--- config.mk ---
export PLATFORM = sky130hd
export DESIGN_NAME = subband_wr_dma
export DESIGN_NICKNAME = d
export VERILOG_FILES = /design/src/rtl/sbdma_pkg.sv /design/src/rtl/sbdma_frame_fsm.sv /design/src/rtl/sbdma_addr_gen.sv /design/src/rtl/sbdma_wr_port.sv /design/src/rtl/subband_wr_dma.sv
export SDC_FILE = /design/constraint.sdc
export NUM_CORES = 1
export LEC_CHECK = 0
export ABC_CLOCK_PERIOD_IN_PS = 2000
export BUFFER_PORTS_ARGS = -buffer_cell sky130_fd_sc_hd__buf_4
export CORE_MARGIN = 1.5
export CORE_UTILIZATION = 54
export CTS_CLUSTER_SIZE = 40
export DETAILED_ROUTE_END_ITERATION = 16
export PLACE_DENSITY = 0.78
export SETUP_SLACK_MARGIN = 0.1
export SLEW_MARGIN = 20
export SYNTH_ARGS = -nofsm -noshare
export SYNTH_HDL_FRONTEND = slang
export SYNTH_SLANG_ARGS = --single-unit
--- constraint.sdc ---
create_clock -name clk -period 2 [get_ports clk]
set_input_delay 0.1 -clock clk [delete_from_list [all_inputs] [get_ports clk]]
set_output_delay 0.1 -clock clk [all_outputs]
set_load 0.02 [all_outputs]
--- src/rtl/sbdma_pkg.sv ---
package sbdma_pkg;

  // frame-position states
  typedef enum logic [2:0] {
    ST_IDLE  = 3'd0,
    ST_FIRST = 3'd1,
    ST_MID   = 3'd2,
    ST_LAST  = 3'd3,
    ST_DONE  = 3'd4
  } frame_st_t;

  localparam int NUM_STREAMS = 2;
  localparam logic BAND_LO = 1'b0;
  localparam logic BAND_HI = 1'b1;

  // base-address ROM contents: stream 0 low-pass, stream 1 high-pass
  function automatic int f_rom_base(input int idx, input int lo, input int hi);
    return (idx == 0) ? lo : hi;
  endfunction

  // adder producing the next word address
  function automatic logic [31:0] f_next_addr(input logic [31:0] cur);
    return cur + 32'd1;
  endfunction

  // address is valid only for in-frame data that is not last-row high-pass
  function automatic logic f_write_ok(input logic in_frame,
                                      input logic on_last_row,
                                      input logic band);
    return in_frame && !(on_last_row && (band == BAND_HI));
  endfunction

  // state entered once a row completes
  function automatic frame_st_t f_row_done_next(input frame_st_t cur,
                                                input logic next_is_last);
    frame_st_t nxt;
    if (cur == ST_LAST)   nxt = ST_DONE;
    else if (next_is_last) nxt = ST_LAST;
    else                   nxt = ST_MID;
    return nxt;
  endfunction

endpackage

--- src/rtl/sbdma_frame_fsm.sv ---
module sbdma_frame_fsm
  import sbdma_pkg::*;
#(
  parameter int ROW_XFERS = 4,
  parameter int ROWS      = 3
) (
  input  logic clk,
  input  logic rst_n,
  input  logic frame_start,
  input  logic data_rdy,
  output logic band_sel,
  output logic busy,
  output logic last_row,
  output logic slot_evt
);
  localparam int COL_W = (ROW_XFERS > 1) ? $clog2(ROW_XFERS) : 1;
  localparam int ROW_W = (ROWS > 1) ? $clog2(ROWS) : 1;
  localparam logic [COL_W-1:0] COL_END  = COL_W'(ROW_XFERS - 1);
  localparam logic [ROW_W-1:0] ROW_LAST = ROW_W'(ROWS - 1);

  frame_st_t        st_q;
  logic [COL_W-1:0] col_q;
  logic [ROW_W-1:0] row_q;
  logic             band_q;
  logic             row_end;
  logic [ROW_W-1:0] row_inc;

  assign busy     = (st_q == ST_FIRST) || (st_q == ST_MID) || (st_q == ST_LAST);
  assign last_row = (st_q == ST_LAST);
  assign slot_evt = data_rdy && busy && !frame_start;
  assign row_end  = (col_q == COL_END);
  assign row_inc  = row_q + 1'b1;
  assign band_sel = band_q;

  always_ff @(posedge clk or negedge rst_n) begin
    if (!rst_n) begin
      st_q   <= ST_IDLE;
      col_q  <= '0;
      row_q  <= '0;
      band_q <= BAND_LO;
    end else if (frame_start) begin
      st_q   <= ST_FIRST;
      col_q  <= '0;
      row_q  <= '0;
      band_q <= BAND_LO;
    end else if (slot_evt) begin
      if (row_end) begin
        col_q  <= '0;
        band_q <= BAND_LO;
        row_q  <= row_inc;
        st_q   <= f_row_done_next(st_q, row_inc == ROW_LAST);
      end else begin
        col_q  <= col_q + 1'b1;
        band_q <= ~band_q;
      end
    end
  end

  // every accepted slot flips the band (rows hold an even count)
  AST_BAND_ALT: assert property (@(posedge clk) disable iff (!rst_n)
    slot_evt |=> (band_sel != $past(band_sel)));

  AST_RESTART_LOW: assert property (@(posedge clk) disable iff (!rst_n)
    frame_start |=> (busy && !last_row || ROWS < 2) && band_sel == BAND_LO);

  AST_DONE_STICKY: assert property (@(posedge clk) disable iff (!rst_n)
    (st_q == ST_DONE) && !frame_start |=> (st_q == ST_DONE));

endmodule

--- src/rtl/sbdma_addr_gen.sv ---
module sbdma_addr_gen
  import sbdma_pkg::*;
#(
  parameter int ADDR_W  = 10,
  parameter int LO_BASE = 0,
  parameter int HI_BASE = 512
) (
  input  logic              clk,
  input  logic              rst_n,
  input  logic              load,
  input  logic              adv,
  input  logic              band,
  output logic [ADDR_W-1:0] cur_addr
);
  logic [ADDR_W-1:0] ptr_q [NUM_STREAMS];
  logic [NUM_STREAMS-1:0] step_v;

  for (genvar s = 0; s < NUM_STREAMS; s++) begin : g_stream
    localparam logic [ADDR_W-1:0] BASE = ADDR_W'(f_rom_base(s, LO_BASE, HI_BASE));

    assign step_v[s] = adv && (band == 1'(s));

    always_ff @(posedge clk or negedge rst_n) begin
      if (!rst_n)          ptr_q[s] <= BASE;
      else if (load)       ptr_q[s] <= BASE;
      else if (step_v[s])  ptr_q[s] <= ADDR_W'(f_next_addr(32'(ptr_q[s])));
    end

    AST_PTR_RELOAD: assert property (@(posedge clk) disable iff (!rst_n)
      load |=> ptr_q[s] == BASE);

    AST_PTR_STEP: assert property (@(posedge clk) disable iff (!rst_n)
      !load && step_v[s] |=> ptr_q[s] == ADDR_W'($past(ptr_q[s]) + 1'b1));

    AST_PTR_HOLD: assert property (@(posedge clk) disable iff (!rst_n)
      !load && !step_v[s] |=> $stable(ptr_q[s]));
  end

  assign cur_addr = ptr_q[band];

endmodule

--- src/rtl/sbdma_wr_port.sv ---
module sbdma_wr_port #(
  parameter int ADDR_W = 10,
  parameter int DATA_W = 16
) (
  input  logic              clk,
  input  logic              rst_n,
  input  logic              wr_go,
  input  logic [ADDR_W-1:0] addr_in,
  input  logic [DATA_W-1:0] wdata_in,
  output logic [ADDR_W-1:0] ram_addr,
  output logic [DATA_W-1:0] ram_data,
  output logic              ram_cs,
  output logic              ram_we
);
  always_ff @(posedge clk or negedge rst_n) begin
    if (!rst_n) begin
      ram_cs   <= 1'b0;
      ram_we   <= 1'b0;
      ram_addr <= '0;
      ram_data <= '0;
    end else begin
      ram_cs <= wr_go;
      ram_we <= wr_go;
      if (wr_go) begin
        ram_addr <= addr_in;
        ram_data <= wdata_in;
      end
    end
  end

  AST_WR_CAPTURE: assert property (@(posedge clk) disable iff (!rst_n)
    wr_go |=> ram_cs && ram_we && ram_addr == $past(addr_in)
              && ram_data == $past(wdata_in));

  AST_WR_QUIET: assert property (@(posedge clk) disable iff (!rst_n)
    !wr_go |=> !ram_cs && !ram_we);

endmodule

--- src/rtl/subband_wr_dma.sv ---
module subband_wr_dma
  import sbdma_pkg::*;
#(
  parameter int DATA_W    = 16,
  parameter int ADDR_W    = 10,
  parameter int ROW_XFERS = 4,
  parameter int ROWS      = 3,
  parameter int LO_BASE   = 64,
  parameter int HI_BASE   = 512
) (
  input  logic              clk,
  input  logic              rst_n,
  input  logic              frame_start,
  input  logic              data_rdy,
  input  logic              data_in_frame,
  input  logic [DATA_W-1:0] data_in,
  output logic              band_sel,
  output logic [ADDR_W-1:0] ram_addr,
  output logic [DATA_W-1:0] ram_data,
  output logic              ram_cs,
  output logic              ram_we
);
  logic busy;
  logic last_row;
  logic slot_evt;
  logic wr_ok;
  logic [ADDR_W-1:0] cur_addr;

  sbdma_frame_fsm #(.ROW_XFERS(ROW_XFERS), .ROWS(ROWS)) u_fsm (
    .clk(clk), .rst_n(rst_n), .frame_start(frame_start), .data_rdy(data_rdy),
    .band_sel(band_sel), .busy(busy), .last_row(last_row), .slot_evt(slot_evt)
  );

  // DMA on: valid address for this slot
  assign wr_ok = slot_evt && f_write_ok(data_in_frame, last_row, band_sel);

  sbdma_addr_gen #(.ADDR_W(ADDR_W), .LO_BASE(LO_BASE), .HI_BASE(HI_BASE)) u_addr (
    .clk(clk), .rst_n(rst_n), .load(frame_start), .adv(wr_ok),
    .band(band_sel), .cur_addr(cur_addr)
  );

  sbdma_wr_port #(.ADDR_W(ADDR_W), .DATA_W(DATA_W)) u_wr (
    .clk(clk), .rst_n(rst_n), .wr_go(wr_ok), .addr_in(cur_addr),
    .wdata_in(data_in), .ram_addr(ram_addr), .ram_data(ram_data),
    .ram_cs(ram_cs), .ram_we(ram_we)
  );

  AST_IDLE_SILENT: assert property (@(posedge clk) disable iff (!rst_n)
    data_rdy && !busy |=> !ram_cs);

  AST_LAST_HI_DROP: assert property (@(posedge clk) disable iff (!rst_n)
    last_row && band_sel == BAND_HI |=> !ram_cs);

  AST_OUT_OF_FRAME: assert property (@(posedge clk) disable iff (!rst_n)
    !data_in_frame |=> !ram_cs);

  AST_STROBE_WINS: assert property (@(posedge clk) disable iff (!rst_n)
    frame_start |=> !ram_cs);

  AST_CS_CAUSE: assert property (@(posedge clk) disable iff (!rst_n)
    ram_cs |-> $past(data_rdy) && !$past(frame_start));

endmodule

After elaboration in Yosys (flattened, before gate mapping):

Cells that the tools add are included.

* shift operators: 0
* multiply operators: 0
* reductions and logical operators: 16
* add/sub/neg operators: 4
* bitwise gates (word level): 2
* multiplexer cells: 21
* order comparisons: 1
* equal/unequal tests: 5
* divide/modulo/power cells: 0

Operator list (count)
* $mux 10: 7
* $add 10x1->10 const B: 2
* $mux 2: 6
* $mux 3: 4
* $reduce_bool 2->1: 4
* $logic_and 1x1->1: 7
* $eq 3x2->1 const B: 2
* $add 2x1->2 const B: 2
* $eq 2x2->1 const B: 2
* $mux 1: 4
* $eq 3x1->1 const B: 1
* $ge 2x2->1 const B: 1
* $logic_not 1->1: 2
* $logic_or 1x1->1: 2
* $not 1->2: 1
* $reduce_and 2->1: 1
* $not 1->1: 1

* input bits: 21
* register bits: 55
* RAM bits: 0
* memories kept: 0
* ROM bits: 0
* word-level logic and storage cells: 58
* bits in latches: 0
* output and inout port bits: 29

Longest topological paths before layout:

* word-level depth: 9
* mapped depth: 7
* mapped depth without buffers: 5

By module:

A second synthesis with hierarchy kept.

* cells, all modules: 221
* area total of the unflattened synthesis: 2693.8 µm²

Modules (own cells, without submodules)
* sbdma_addr_gen: seq. area each 503.0 µm², cells an instance 119, instances 1, area an instance 1149.9 µm²
* sbdma_wr_port: seq. area each 675.6 µm², cells an instance 57, instances 1, area an instance 1102.3 µm²
* sbdma_frame_fsm: seq. area each 200.2 µm², cells an instance 43, instances 1, area an instance 429.2 µm²
* subband_wr_dma: seq. area each 0.0 µm², cells an instance 2, instances 1, area an instance 12.5 µm²

Least setup slack after synthesis:

Ideal clock, no wire load.

* kind: register to register
* from: register u_fsm.st_q[2]
* to: register u_addr.ptr_q[6] (netlist name)
* setup time: 0.078 ns
* buffers on the path: 2
* arrival time: 1.585 ns
* period minus slack after synthesis: 1.663 ns
* slack: 0.337 ns
* cell stages (with the launch flop): 7
* required time: 1.922 ns
* path through: dfrtp_1 nand4bb_1 buf_2 a211o_1 buf_6 or3_1 a21oi_1

* longest elaborated chain between the ends: 8
* elaborated cells between the ends (all ways): 13
* those cells by class: eq/ne (3); reduce/logical (10)

RTL lines
* from (decl): RTL line sbdma_frame_fsm.sv:21 `frame_st_t st_q;`
* from (signal assigned): RTL line sbdma_frame_fsm.sv:51 `st_q <= f_row_done_next(st_q, row_inc == ROW_LAST);`
* $eq 3x1->1 or $eq 3x2->1 (tied branches): RTL line sbdma_frame_fsm.sv:28 `assign busy = (st_q == ST_FIRST) || (st_q == ST_MID) || (st_q == ST_LAST);`
* $logic_or 1x1->1 (2 in series): RTL line sbdma_frame_fsm.sv:28
* $logic_and 1x1->1 (2 in series): RTL line sbdma_frame_fsm.sv:30 `assign slot_evt = data_rdy && busy && !frame_start;`
* $logic_and 1x1->1 *: RTL line subband_wr_dma.sv:35 `assign wr_ok = slot_evt && f_write_ok(data_in_frame, last_row, band_sel);`
* $logic_and 1x1->1 *: RTL line sbdma_addr_gen.sv:21 `assign step_v[s] = adv && (band == 1'(s));`
* $reduce_bool 2->1 (no line) *
* to (signal, indexed assignment): RTL line sbdma_addr_gen.sv:26 `else if (step_v[s]) ptr_q[s] <= ADDR_W'(f_next_addr(32'(ptr_q[s])));`
* to (decl): RTL line sbdma_addr_gen.sv:15 `logic [ADDR_W-1:0] ptr_q [NUM_STREAMS];`

Every way passes the cells marked *; elsewhere a longest branch is shown, timed or not.
A chain may end at the register's enable or synchronous reset.

Final worst setup path:

* from: register u_fsm.st_q[0]
* to: register u_addr.ptr_q[6] (netlist name)

The elaborated chain is that of the path after synthesis.

==> run_results.csv <==
group,metric,value,unit
synthesis,yosys_warnings,0,
detailed_routing,wl_met1,2152,um
grt,overflow,0,
synthesis,synth_edf_count,0,
job,cap_violations,0,
synthesis,syn-instance-count,220,
synthesis,synth.distinct_cells,34,
worst_setup_path,crit_family,"simple AND/OR/NAND/NOR gates",
worst_setup_path,arrival,2040,ps
sta,finalCriticalPeriod,1801,ps
synthesis,synth_area,2515,um2
place,place_ws,206.4,ps
sta,drv_slew,0,
worst_setup_path,crit_path_max_incr_delay,440,ps
pwr,p_leak,1.425,nW
floorplan,dieArea,5076,um2
clock_tree,numCtsBuffers,5,
synthesis,synth_top_area_share,52.74,%
pwr,power_density,780.7,nW/um2
synthesis,synth_seq_cells,55,
synthesis,yosys-top-cells-area,"dfrtp_1, mux2_2, mux2i_1",
clock_tree,clk_pin_slew,100,ps
detailed_routing,vias_per_cell,5.506,
worst_setup_path,regToRegSetupSlack,200,ps
clock_tree,htreeDepth,2,
final_layout,design_area,3103,um2
detailed_routing,routed_wirelength,4732,um
floorplan,die_y,71.25,um
floorplan,core_area,4414,um2
worst_setup_path,critPathBufInv,1,
place,dp.cells,319,
sta,fin_skew,4.865,ps
detailed_routing,firstDrtPassIters,4,
synthesis,synth_common_cells,"dfrtp_1, nor2_1, mux2_2, mux2i_1, nand2_1",
clock_tree,postCtsSetupBuffers,0,
sta,fin_crit_sh,90.05,%
worst_setup_path,critPathRequiredTime,2240,ps
place,routabilityCongestion,0.7658,
place,placed_area,2974,um2
worst_setup_path,critPathLaunchType,"flop",
synthesis,syn_area_per_cell,11.43,um2
synthesis,synth_largest_area_cell,"dfrtp_1",
pwr,vdd_drop_max,0.4941,mV
detailed_routing,antenna_left,0,
sta,tightestPinTransition,682.8,ps
worst_setup_path,cp-end-kind,"flop",
run_status,status,"complete, no violations",
clock_tree,cts_tree,"done",
detailed_routing,via_count,1806,
grt,grt_start_max_net_pins,56,
floorplan,initial_core_util,56.97,%
detailed_routing,drtIter0Drc,128,
clock_tree,clock-root-buffer,"clkbuf_8",
floorplan,io_pins,50,
floorplan,die_w,71.25,um
final_layout,nNetsFinal,300,
clock_tree,cts_buffer_depth,2,
final_layout,n_fill_cell,328,
min_path,hold_path_class,"in -> reg",
clock_tree,cts.sinks,55,
floorplan,num_rows,24,
place,port_buffers,49,
synthesis,ys.flop_type,"dfrtp_1",
final_layout,postLayoutCoreUtil,70.29,%
synthesis,synth.most_common_cell,"dfrtp_1",
sta,final-setup-viol-count,0,
detailed_routing,post-route-drc-count,0,
detailed_routing,met3_wirelength,179,um
sta,fin_tns_setup,0,ps
detailed_routing,route.met2.wl,2323,um
worst_setup_path,critPathSlowestCell,"dfrtp_1",
sta,rsz0062_at_grt,"no",
final_layout,drive_above_1_share,32.61,%
synthesis,synth.yosys.seq_area_share,54.83,%
synthesis,synthArstFlopShare,100.0,%
final_layout,stdcell_count,328,
sta,max_freq,0.5553,GHz
place,dpl.hpwl,3355,um
grt,grt_pass1_wl,7810,um
worst_setup_path,path_cells,"and3b_1 > a211o_1 > buf_12 > or3_1 > a21oi_1",
sta,fin_ws,199.0,ps
final_layout,register_area,1379,um2
synthesis,syn-num-nets,245,
grt,grt_pass1_vias,1646,
worst_setup_path,crit_path_max_fanout,39,
grt,gr-usage-all-layers,19.81,%
clock_tree,clk_latency,310,ps
final_layout,diodes,0,
final_layout,multi_input_area,1066,um2
sta,finalHoldViolations,0,
worst_setup_path,timing_worst_setup_path_type,"reg -> reg",
detailed_routing,dr.max_layer_used,"met4",
final_layout,syn_to_final_growth,23.38,%
detailed_routing,drt-wirelength-per-cell,14.43,um
sta,slew_headroom,54.48,%
grt,antenna_found_initial,0,
## power by group
group	switching (mW)	internal (mW)	total, mW
logic	0.232	0.216	0.448
clock network	0.358	0.373	0.731
registers	0.0474	1.20	1.24
total	0.638	1.78	2.42
## final timing paths
check / from / to / cells after the start
worst min-delay path: data_in[2] / u_wr.ram_data[2]$_DFFE_PN0N_ / 2
min in group asynchronous: rst_n / u_addr.ptr_q[10]$_DFFE_PN0P_ / 2
max in group asynchronous: rst_n / u_addr.ptr_q[18]$_DFFE_PN0P_ / 2
worst max-delay path: u_fsm.st_q[0]$_DFFE_PN0P_ / u_addr.ptr_q[6]$_DFFE_PN0P_ / 5
worst max register to register: u_fsm.st_q[0]$_DFFE_PN0P_ / u_addr.ptr_q[6]$_DFFE_PN0P_ / 5
worst min register to register: u_wr.ram_addr[4]$_DFFE_PN0N_ / u_wr.ram_addr[4]$_DFFE_PN0N_ / 2
## through the flow
stage	power [mW]	hold WS, ps
floorplan	1.500	-195.6
global placement	1.705	185.9
detailed placement	1.720	188.6
CTS	2.450	7.109
global route	2.524	4.361
finish	2.422	15.73
## cell type report
cell class,instances,share of cell area [%]
Sequential cell,55,44.44
Inverter,4,0.4839
Clock inverter,3,1.411
Tap cell,52,2.097
Timing Repair Buffer,60,15.00
Multi-Input combinational cell,149,34.35
Clock buffer,5,2.218
## routing by layer
| metal | GRT usage, % | vias up |
|---|---|---|
| li1 | - | 889 |
| met5 | 0 | - |
| met4 | 7.547 | 0 |
| met2 | 31.58 | 37 |
| met3 | 4.641 | 6 |
| met1 | 26.62 | 874 |
## registers in the layout (all words and copies together), names as in the netlist
signal,flops
u_wr.ram_cs,1
u_fsm.row_q,2
u_wr.ram_addr,10
u_wr.ram_data,16
u_addr.ptr_q,20
u_fsm.col_q,2
u_fsm.band_sel,1
u_fsm.st_q,3
## worst reg2reg max path, delay by kind of cell, from the launching register on
kind                   cells  cell delay, ps
AOI/OAI and AO/OA          2             490
buffers and inverters      1             180
and+or+nand+nor            2             620
DFF                        1             440
## what timing repair did
action	CTS	global route
hold buffers	1	0
resized for setup	0	0
endpoints found under the hold margin	53	0
## kinds of logic after synthesis
logic type	after synthesis	share of synthesized area, %
AO/OA/AOI/OAI	25	6.020
XOR/XNOR	16	5.572
adder cells (fa/ha/maj)	4	1.990
multiplexers	31	13.13
flip-flops	55	54.83
AND/OR/NAND/NOR	73	15.42
buffers and inverters	16	3.035
## placed cells by master (no fill, tap or decap), drive strengths merged, types with 2 or more instances in the layout
cell type  instances
xor2               5
inv                4
nand2             13
ha                 4
nor2              22
dfrtp             53
mux2i             15
nand3              4
and3b              2
nand2b             2
dfstp              2
mux2              16
o21ai             12
buf               59
or3                2
nor4               7
nand4             11
a211o              2
xnor2             11
clkbuf             5
clkinv             2
a31o               3
a21oi              5
a211oi             2
and3               3
Power figures use the tool's default switching activity.
